File: src/rtl/flowctl_pkg.sv
package flowctl_pkg;
    localparam int REG_W      = 32;
    localparam int LEN_W      = 16;
    localparam int MAP_LSB    = 16;
    localparam int MAP_W      = 7;
    localparam int VAL_POS    = MAP_LSB + MAP_W;
    // implemented control bits inside the bitmap (positions 16..20)
    localparam logic [MAP_W-1:0] IMPL_MASK = 7'b001_1111;
    localparam int POS_CMD    = 0;
    localparam int POS_PINEN  = 1;
    localparam int POS_FIXED  = 2;
    localparam int POS_NEG    = 3;
    localparam int POS_FORCE  = 4;

    typedef struct packed {
        logic [MAP_W-1:0] ctl;
        logic [LEN_W-1:0] len;
    } flow_state_t;

    function automatic logic [REG_W-1:0] pack_readback(input flow_state_t s);
        logic [REG_W-1:0] w;
        w = '0;
        w[MAP_LSB +: MAP_W] = s.ctl & IMPL_MASK;
        w[LEN_W-1:0]        = s.len;
        return w;
    endfunction
endpackage

File: src/rtl/flowctl_mask_write.sv
module flowctl_mask_write #(
    parameter int               W    = 7,
    parameter logic [W-1:0]     IMPL = '1
) (
    input  logic [W-1:0] cur,
    input  logic [W-1:0] map,
    input  logic         val,
    output logic [W-1:0] nxt
);
    for (genvar i = 0; i < W; i++) begin : g_bit
        if (IMPL[i]) begin : g_impl
            assign nxt[i] = map[i] ? val : cur[i];
        end else begin : g_rsvd
            assign nxt[i] = 1'b0;
        end
    end
endmodule

File: src/rtl/flowctl_pause_resolve.sv
module flowctl_pause_resolve (
    input  logic clk,
    input  logic rst_n,
    input  logic force_bit,
    input  logic neg_bit,
    input  logic partner_ok,
    output logic pause_en
);
    always_ff @(posedge clk or negedge rst_n) begin
        if (!rst_n) pause_en <= 1'b0;
        else        pause_en <= force_bit | (neg_bit & partner_ok);
    end


    pause_tracks_inputs_chk: assert property (@(posedge clk) disable iff (!rst_n)
        pause_en == ($past(force_bit) | ($past(neg_bit) & $past(partner_ok))));

    force_dominates_chk: assert property (@(posedge clk) disable iff (!rst_n)
        force_bit |=> pause_en);
endmodule

File: src/rtl/flowctl_cmd_reg.sv
module flowctl_cmd_reg
    import flowctl_pkg::*;
(
    input  logic             clk,
    input  logic             rst_n,
    input  logic             wr_en,
    input  logic [REG_W-1:0] wr_data,
    output logic [REG_W-1:0] rd_data,
    input  logic             load_start,
    input  logic             load_error,
    input  logic             partner_pause_ok,
    output logic             pause_enable,
    output logic             force_pause,
    output logic             negotiate_pause,
    output logic             fixed_len_pause,
    output logic             fc_pin_en,
    output logic             fc_cmd,
    output logic [LEN_W-1:0] pause_len
);
    flow_state_t       st;
    logic [MAP_W-1:0]  ctl_nxt;
    logic              clr;

    assign clr = load_start | load_error;

    flowctl_mask_write #(.W(MAP_W), .IMPL(IMPL_MASK)) u_mask (
        .cur (st.ctl),
        .map (wr_data[MAP_LSB +: MAP_W]),
        .val (wr_data[VAL_POS]),
        .nxt (ctl_nxt)
    );

    always_ff @(posedge clk or negedge rst_n) begin
        if (!rst_n) begin
            st <= '0;
        end else if (clr) begin
            st <= '0;
        end else if (wr_en) begin
            st.ctl <= ctl_nxt;
            st.len <= wr_data[LEN_W-1:0];
        end
    end

    assign rd_data         = pack_readback(st);
    assign force_pause     = st.ctl[POS_FORCE];
    assign negotiate_pause = st.ctl[POS_NEG];
    assign fixed_len_pause = st.ctl[POS_FIXED];
    assign fc_pin_en       = st.ctl[POS_PINEN];
    assign fc_cmd          = st.ctl[POS_CMD];
    assign pause_len       = st.len;

    flowctl_pause_resolve u_resolve (
        .clk        (clk),
        .rst_n      (rst_n),
        .force_bit  (force_pause),
        .neg_bit    (negotiate_pause),
        .partner_ok (partner_pause_ok),
        .pause_en   (pause_enable)
    );


    clear_wins_chk: assert property (@(posedge clk) disable iff (!rst_n)
        clr |=> (rd_data == '0));

    unmapped_hold_chk: assert property (@(posedge clk) disable iff (!rst_n)
        (wr_en && !clr) |=> ((rd_data[MAP_LSB +: MAP_W] & ~$past(wr_data[MAP_LSB +: MAP_W]))
                          == ($past(rd_data[MAP_LSB +: MAP_W]) & ~$past(wr_data[MAP_LSB +: MAP_W]))));

    mapped_load_chk: assert property (@(posedge clk) disable iff (!rst_n)
        (wr_en && !clr) |=> ((rd_data[MAP_LSB +: MAP_W] & $past(wr_data[MAP_LSB +: MAP_W]) & IMPL_MASK)
                          == ({MAP_W{$past(wr_data[VAL_POS])}} & $past(wr_data[MAP_LSB +: MAP_W]) & IMPL_MASK)));

    len_direct_chk: assert property (@(posedge clk) disable iff (!rst_n)
        (wr_en && !clr) |=> (pause_len == $past(wr_data[LEN_W-1:0])));

    reserved_zero_chk: assert property (@(posedge clk) disable iff (!rst_n)
        (rd_data[REG_W-1:MAP_LSB+5] == '0));
endmodule

File: config.mk
export PLATFORM = sky130hd
export DESIGN_NAME = flowctl_cmd_reg
export DESIGN_NICKNAME = d
export VERILOG_FILES = /design/src/rtl/flowctl_pkg.sv /design/src/rtl/flowctl_mask_write.sv /design/src/rtl/flowctl_pause_resolve.sv /design/src/rtl/flowctl_cmd_reg.sv
export SDC_FILE = /design/constraint.sdc
export NUM_CORES = 1
export LEC_CHECK = 0
export BUFFER_PORTS_ARGS = -buffer_cell sky130_fd_sc_hd__buf_4
export CORE_ASPECT_RATIO = 0.5
export CORE_MARGIN = 1
export CORE_UTILIZATION = 42
export DETAILED_ROUTE_END_ITERATION = 6
export HOLD_SLACK_MARGIN = 0.06
export PLACE_DENSITY = 0.89
export SETUP_SLACK_MARGIN = 0.15
export SYNTH_ARGS = -nofsm -noshare
export SYNTH_HDL_FRONTEND = slang
export SYNTH_SLANG_ARGS = --single-unit
File: constraint.sdc
create_clock -name clk -period 1.07 [get_ports clk]
set_input_delay 0 -clock clk [delete_from_list [all_inputs] [get_ports clk]]
set_output_delay 0 -clock clk [all_outputs]
set_load 0.02 [all_outputs]
# Word level (Yosys, flattened, before mapping)
# Index checks and enable logic that the tools add are counted.
classes:
  n_mux: 7
  n_bitwise: 3
  n_reduce_logical: 11
ops:
  columns: ["operator", "n"]
  rows:
  - ["$mux W21", 2]
  - ["$reduce_bool A2 Y1", 6]
  - ["$reduce_and A2 Y1", 5]
  - ["$mux W1", 5]
  - ["$or A1 B1 Y1", 2]
  - ["$and A1 B1 Y1", 1]
totals:
  reg_bits: 22
  inputBits: 38
  output_inout_bits: 54

# Depth between registers and ports, before layout
# Gate-level depths: netlist of run 1.
depth:
  ltp_word: 3
  ltp_mapped: 4

# Cells and area by module
# Synthesis of run 1 repeated with hierarchy kept, for this count alone.
hier_totals:
  hier_cells: 135
  hier_area_um2: 1438.9
modules_own_cells:
  columns: ["mod", "instances", "cells_each", "area_each_um2"]
  rows:
  - ["flowctl_cmd_reg", 1, 125, 1312.5]
  - ["flowctl_mask_write", 1, 8, 93.8]
  - ["flowctl_pause_resolve", 1, 2, 32.5]

# Least setup slack after synthesis of run 1
# Ideal clock, no wire load.
synth_timing:
  path_kind: "register to register"
  startpoint: "register force_pause (netlist name)"
  endpoint: "register st (netlist bit force_pause)"
  setup_ns: 0.077
  arrival_ns: 0.814
  path_slack_ns: 0.179
  stages_incl_launch_ff: 3
  cell_sequence: "dfrtp_1 > a21bo_2 > a21oi_1"
synth_rtl:
  columns: ["element", "line", "rtl"]
  rows:
  - ["end: declaration", "flowctl_cmd_reg.sv:20", "flow_state_t st;"]

# Worst setup path in the final report of run 1
layout_timing:
  startpoint: "input wr_data[17]"
  endpoint: "register st (netlist bit fc_pin_en)"
layout_between:
  elab_chain_cells: 2
layout_rtl:
  columns: ["element", "line", "rtl"]
  rows:
  - ["start: declaration", "flowctl_cmd_reg.sv:7", "input logic [REG_W-1:0] wr_data,"]
  - ["$reduce_bool A2 Y1 (no source line)", null, null]
  - ["$reduce_and A2 Y1 (no source line)", null, null]
# Every way passes these cells.
# A chain may end at the register's enable or synchronous reset.

==> results of run 1 <==
[synthesized netlist by cell type]
| library cell | n | share of area, % |
|---|---|---|
| buf_4 | 32 | 20 |
| dfrtp_1 | 22 | 46 |
| mux2i_1 | 16 | 13 |
| nor2_1 | 16 | 5.0 |
| a21bo_2 | 5 | 4.2 |
| nand3_1 | 5 | 2.1 |
| a21oi_1 | 4 | 1.7 |
| buf_6 | 3 | 2.8 |
| a21o_1 | 1 | 0.62 |
| a21oi_2 | 1 | 0.73 |
| buf_12 | 1 | 1.7 |
| buf_8 | 1 | 1.2 |
| conb_1 | 1 | 0.31 |
| or2_4 | 1 | 0.73 |
[per-stage QoR]
stage / power [mW] / utilization, %
global placement: 1.24 / 56.7
CTS: 1.80 / 67.3
global route: 1.87 / 67.6
detailed placement: 1.25 / 56.7
finish: 1.82 / 67.6
floorplan: 1.15 / -
[worst max-delay path, stage by stage]
cell	delay (ps)
dlygate4sd3_1	560
buf_4	150
a21bo_2	220
a21oi_2	150
[sequential cells by signal (all words and copies together), names as in the netlist]
signal	count
force_pause	1
fc_pin_en	1
pause_len	16
u_resolve.pause_en	1
fc_cmd	1
negotiate_pause	1
fixed_len_pause	1
[cell families after synthesis]
| group | after synthesis |
|---|---|
| AOI/OAI and AO/OA | 11 |
| buffers and inverters | 37 |
| DFF | 22 |
| muxes | 16 |
| other | 1 |
| and+or+nand+nor | 22 |
[metal layers]
metal	GRT usage [%]	share of wire, %	vias to the layer above	routed length [um]
met5	0	0	-	0
met4	8.96	3.0	0	98
met3	5.58	4.2	11	139
met2	40.3	53	42	1760
met1	26.0	40	508	1320
li1	-	-	457	-
[final cells by class]
class / count / share of cell area (%)
clock buffer: 3 / 2.30
timing repair buffer: 94 / 42.7
multi-input combinational: 60 / 21.7
tap: 37 / 2.58
sequential: 22 / 30.7
[final timing paths]
| check | end |
|---|---|
| max in group asynchronous | pause_len[1]$_DFFE_PN0P_ |
| worst min-delay path | fixed_len_pause$_DFFE_PN0P_ |
| worst max register to register | negotiate_pause$_DFFE_PN0P_ |
| min in group clk | fc_cmd$_DFFE_PN0P_ |
| worst min register to register | u_resolve.pause_en$_DFF_PN0_ |
| worst max-delay path | fc_pin_en$_DFFE_PN0P_ |
[power breakdown]
| group | total [mW] | internal, mW | switching [mW] | leakage (nW) |
|---|---|---|---|---|
| clock network | 0.499 | 0.251 | 0.248 | 0.0216 |
| registers | 0.877 | 0.855 | 0.0217 | 0.302 |
| logic | 0.445 | 0.217 | 0.227 | 0.653 |
| total | 1.82 | 1.32 | 0.497 | 0.976 |
[timing repair]
item                                    CTS  global route
resized for setup                         0             2
hold buffers                             24             0
endpoints found under the setup margin    0             2
endpoints found under the hold margin    44             0
==> metrics.txt, run 1 <==
status completed; final setup vio count 0; #FFs+latches synth 22; Post-Layout Inst Area 1790 um^2; PortBufs 70; num rows 13; crit path from wr_data[17]; pre-CTS setup slack 260 ps; reg2reg setup slack 200 ps; DRT Wirelength 3310 um; Simple-Gate Fraction of Synth Area 7.80%; RR Startpoint negotiate_pause$_DFFE_PN0P_; post-synthesis cell count between 100 and 150; drt pass-1 iters 4; most frequent cells in the layout 70 x buf_4, 24 x dlygate4sd3_1, 22 x dfrtp_1; Mapped Area 1200 um^2; WL per Instance 15.3 um; layout net count 219; initial drt markers 71; Die Area 3100 um^2; Max VDD drop 449 uV; Final Max Slew Viols 0; placed cell count 189; initial antenna violation count 0; Leak Pwr 0.976 nW; CTS Buf Count 3; RSZ-0062 raised after global routing no; CTS tree yes; Core Area 2650 um^2; first-pass GRT wire length between 4000 and 5000 um; yosys warns 0; chip height 39.9 um; vias per inst approximately 4.7; Seq/Total Area, Yosys a little under half; vias in the first global route between 900 and 1000; skew final 0.0990 ps; Final Hold Viols 0; grt total ovfl 0; number of diodes 0; commonest non-fill, non-tap cell in the layout buf_4; Area Overhead vs Synth 49.0%; clk slew on worst S/H paths 70 ps; main combinational cell family by area after synthesis buffers and inverters; # fillers ~180; non-filler instance count after layout about 220; reg2reg path depth 2; RePlAce Congestion 0.689; Final WS setup 184 ps; area of the multi-input gates 389 um^2; detailed placement HPWL 1750 um; Initial Util 45.4%; clk sinks 22; DRC Markers 0; placed inst area 1500 um^2; CTS root buf clkbuf_8; Netlist cell types 14; vias 1018; Tcrit/Tclk final 82.8%; Antenna Nets Post-Route 0; CP startpoint kind input pin; share of layout cells above drive strength 1 ~46%; Critical Path End Type register; Clock Tree Buf Depth 2; Critical Path AT 1070 ps; worst skew pair latency 260 ps; hold_ws 159 ps; Power Dens Cells 1020 nW/um^2; Worst Setup Path Type in -> reg; postcts setup bufs 0; Max Freq 1130 MHz; XOR/XNOR share of the synthesized area 0%; Critical Path RT 1260 ps; die width 77.7 um; max-cap violation count 0; compound-cell area share of the yosys netlist 7.17%; adder-cell area share of the yosys netlist 0%; Final min period 886 ps; largest net degree at the start of global routing 27; TNS Setup 0 ps; Sequential cell area 551 um^2; mux cell area share after synthesis 13.3%; crit path max fanout 2; HP Class in -> async; total track usage 22.1%; Avg Cell Area, Syn 11.0 um^2; H-tree levels 1; num ports 92
(Power assumes the default switching activity.)
==> inputs of run 2 (changes only) <==
--- a/config.mk
+++ b/config.mk
@@ -5,13 +5,14 @@
 export SDC_FILE = /design/constraint.sdc
 export NUM_CORES = 1
 export LEC_CHECK = 0
+export ABC_AREA = 1
 export BUFFER_PORTS_ARGS = -buffer_cell sky130_fd_sc_hd__buf_4
 export CORE_ASPECT_RATIO = 0.5
 export CORE_MARGIN = 1
-export CORE_UTILIZATION = 42
+export CORE_UTILIZATION = 39
 export DETAILED_ROUTE_END_ITERATION = 6
 export HOLD_SLACK_MARGIN = 0.06
-export PLACE_DENSITY = 0.89
+export PLACE_DENSITY = 0.85
 export SETUP_SLACK_MARGIN = 0.15
 export SYNTH_ARGS = -nofsm -noshare
 export SYNTH_HDL_FRONTEND = slang
==> constraint.sdc (replaced) <==
create_clock -name clk -period 0.9 [get_ports clk]
set_input_delay 0 -clock clk [delete_from_list [all_inputs] [get_ports clk]]
set_output_delay 0 -clock clk [all_outputs]
set_load 0.02 [all_outputs]
==> run 2 against run 1 <==
Against the previous run:
- final area rose by 13%
- largest cell class unchanged
- critical endpoint is now pause_len[2]
- clock power rose by 45%
- die area rose by 4.3%
- combinational power rose by 52%
- largest power group unchanged
- final cell count rose by 16%
- via count rose by 17%
==> metrics.txt, run 2 <==
Max Freq 1140 MHz; async set-reset flop share out of synthesis 100% (unchanged); vias in the first global route 1060 (+9.4%); Worst Setup Path Type reg -> out; reg2reg setup slack 60 ps (-140 ps); clk sinks 22 (unchanged); pre-CTS setup slack 153 ps (-108 ps); PortBufs 70 (unchanged); most frequent cells in the layout 40 x nor2_1, 35 x buf_4, 35 x buf_6; DRC Markers 0 (unchanged); CTS root buf clkbuf_8; RePlAce Congestion 0.716 (+3.9%); share of layout cells above drive strength 1 53.7% (+7.9 points); clock share of power 29.1% (+1.7 points); WL per Instance 16.8 um (+9.5%); NetSw 734 uW (+48%); Top FF cell, synth dfrtp_1; Clock Tree Buf Depth 2 (unchanged); grt total ovfl 0 (unchanged); chip height 40.7 um (+2.1%); Post-Layout Inst Area 2020 um^2 (+13%); reg2reg path depth 4 (+2); Hold EP fixed_len_pause$_DFFE_PN0P_; CP peak stage delay 430 ps (-130 ps); RR Startpoint negotiate_pause$_DFFE_PN0P_; Critical Path RT 900 ps (-360 ps); part of the power in registers 43.6% (-4.6 points); number of diodes 0 (unchanged); Power Dens Cells 1230 nW/um^2 (+21%); die width 79.4 um (+2.1%); CP Buf/Inv Count 1 (-1); commonest non-fill, non-tap cell in the layout nor2_1; Mapped Area 1170 um^2 (-3.0%); Post-synth EDFFs 0 (unchanged); ordered cell list for the critical path buf_4; placed inst area 1540 um^2 (+2.2%); num ports 92 (unchanged); hold depth 5; Netlist cell types 12 (-2); Critical Path End Type output pin; Pint 1.75 mW (+32%); Reg2Reg Capture Point negotiate_pause$_DFFE_PN0P_; family with the most delay on the worst path flip-flops; worst skew pair latency 270 ps (about the same); Initial Util 43.0% (-2.4 points); Final Max Slew Viols 0 (unchanged); initial drt markers 123 (+73%); HP Class in -> reg; Avg Cell Area, Syn 8.22 um^2 (-26%); Logic pwr share 27.2% (+2.8 points); max-cap violation count 0 (unchanged); postcts setup bufs 0 (unchanged); non-filler instance count after layout 251 (+16%); initial antenna violation count 0 (unchanged); Critical Path AT 870 ps (-200 ps); RSZ-0062 raised after global routing yes; Seq/Total Area, Yosys 47.2% (+1.4 points); CP startpoint kind register; dominant cells by area after synthesis dfrtp_1 47%, buf_4 22%, nor2_1 14%; num rows 13 (unchanged); Final WS setup 25.0 ps (-159 ps); Core Area 2720 um^2 (+2.5%); max FFs per register 16 (unchanged); final setup vio count 0 (unchanged); hold_ws 136 ps (-23.6 ps); CTS tree yes; Die Area 3230 um^2 (+4.3%); Max VDD drop 876 uV (+95%); skew final 1.27 ps (+1.17 ps); clk slew on worst S/H paths 80 ps (about the same); Leak Pwr 1.02 nW (+4.8%); Final min period 875 ps; placed cell count 223 (+18%); H-tree levels 1 (unchanged); switching share of power 29.6% (+2.3 points); largest net degree at the start of global routing 23 (-15%); post-synthesis cell count 142 (+30%); #FFs+latches synth 22 (unchanged); yosys warns 0 (unchanged); total track usage 23.5% (+1.5 points); Final Hold Viols 0 (unchanged); vias per inst 4.76 (+0.93%); layout net count 253 (+16%); Synth area leader dfrtp_1; status completed; Hold Crit Start load_error; first-pass GRT wire length 5260 um (+8.1%); Post-synth top cells 42 x nor2_1, 34 x buf_4, 22 x dfrtp_1, 17 x nand2_1, 14 x o21ai_0; crit path from pause_len[2]$_DFFE_PN0P_; Antenna Nets Post-Route 0 (unchanged); TNS Setup 0 ps (unchanged); DRT Wirelength 4220 um (+27%); CTS Buf Count 3 (unchanged); vias 1194 (+17%); most common cell in the synthesized netlist nor2_1; crit path max fanout 3 (+1); Tcrit/Tclk final 97.2%; Synth top area share 47.2% (+1.4 points); slowest CP cell dfrtp_2; Area Overhead vs Synth 73.1%; detailed placement HPWL 2000 um (+14%); drt pass-1 iters 4 (unchanged)
[run 2: cell count changes in the layout (fill, tap and decap cells not counted), moves of 16 or more]
cell / previous run / this run
dfrtp_2: 0 / 19
buf_4: 70 / 35
buf_6: 0 / 35
nor2_1: 16 / 40
mux2i_1: 16 / 0
dfrtp_1: 22 / 3
[run 2: cell type report]
type,instances,area [um^2]
sequential,22,574
clock buffer,4,55.1
fill,161,696
timing repair buffer,95,920
inverter,6,22.5
tap,37,46.3
multi-input combinational,87,403
[run 2: cells by family after synthesis]
family,after synthesis,share of synthesized area (%)
compound gates,16,6.86
buf+inv,43,26.2
flops,22,47.2
other cells,1,0.321
simple gates,60,19.5
[run 2: routing by layer]
layer	vias up	GRT usage (%)	share of wire, %
li1	533	-	-
met1	582	25.3	40
met3	19	6.44	4.5
met4	0	16.8	3.7
met2	60	43.5	52
met5	-	0	0
[run 2: power groups by stage]
stage,clock network (mW),logic [mW],registers (mW)
floorplan,0,0.283,1.13
global placement,0,0.481,1.08
detailed placement,0,0.492,1.08
CTS,0.722,0.606,1.07
global route,0.767,0.711,1.09
finish,0.723,0.675,1.08
[run 2: metrics by stage]
stage	total power [mW]	util, %
floorplan	1.41	-
CTS	2.40	70.9
detailed placement	1.57	56.6
global placement	1.56	56.6
global route	2.57	74.4
finish	2.48	74.4
[run 2: how the worst max path moves through the flow]
stage                                 to  slack, ps  depth (start not counted)
2_1_floorplan    force_pause$_DFFE_PN0P_        150                          4
3_3_place_gp   pause_len[10]$_DFFE_PN0P_        190                          2
3_5_place_dp   pause_len[12]$_DFFE_PN0P_        150                          2
4_1_cts                      rd_data[19]         50                          1
5_1_grt                     pause_len[2]         10                          1
6_report                    pause_len[2]         30                          1
[run 2: repair_timing]
action,4_1_cts,5_1_grt
pin swaps,0,2
hold endpoints to repair,44,0
resized for setup,26,40
setup endpoints to repair,45,62
hold buffers,24,0
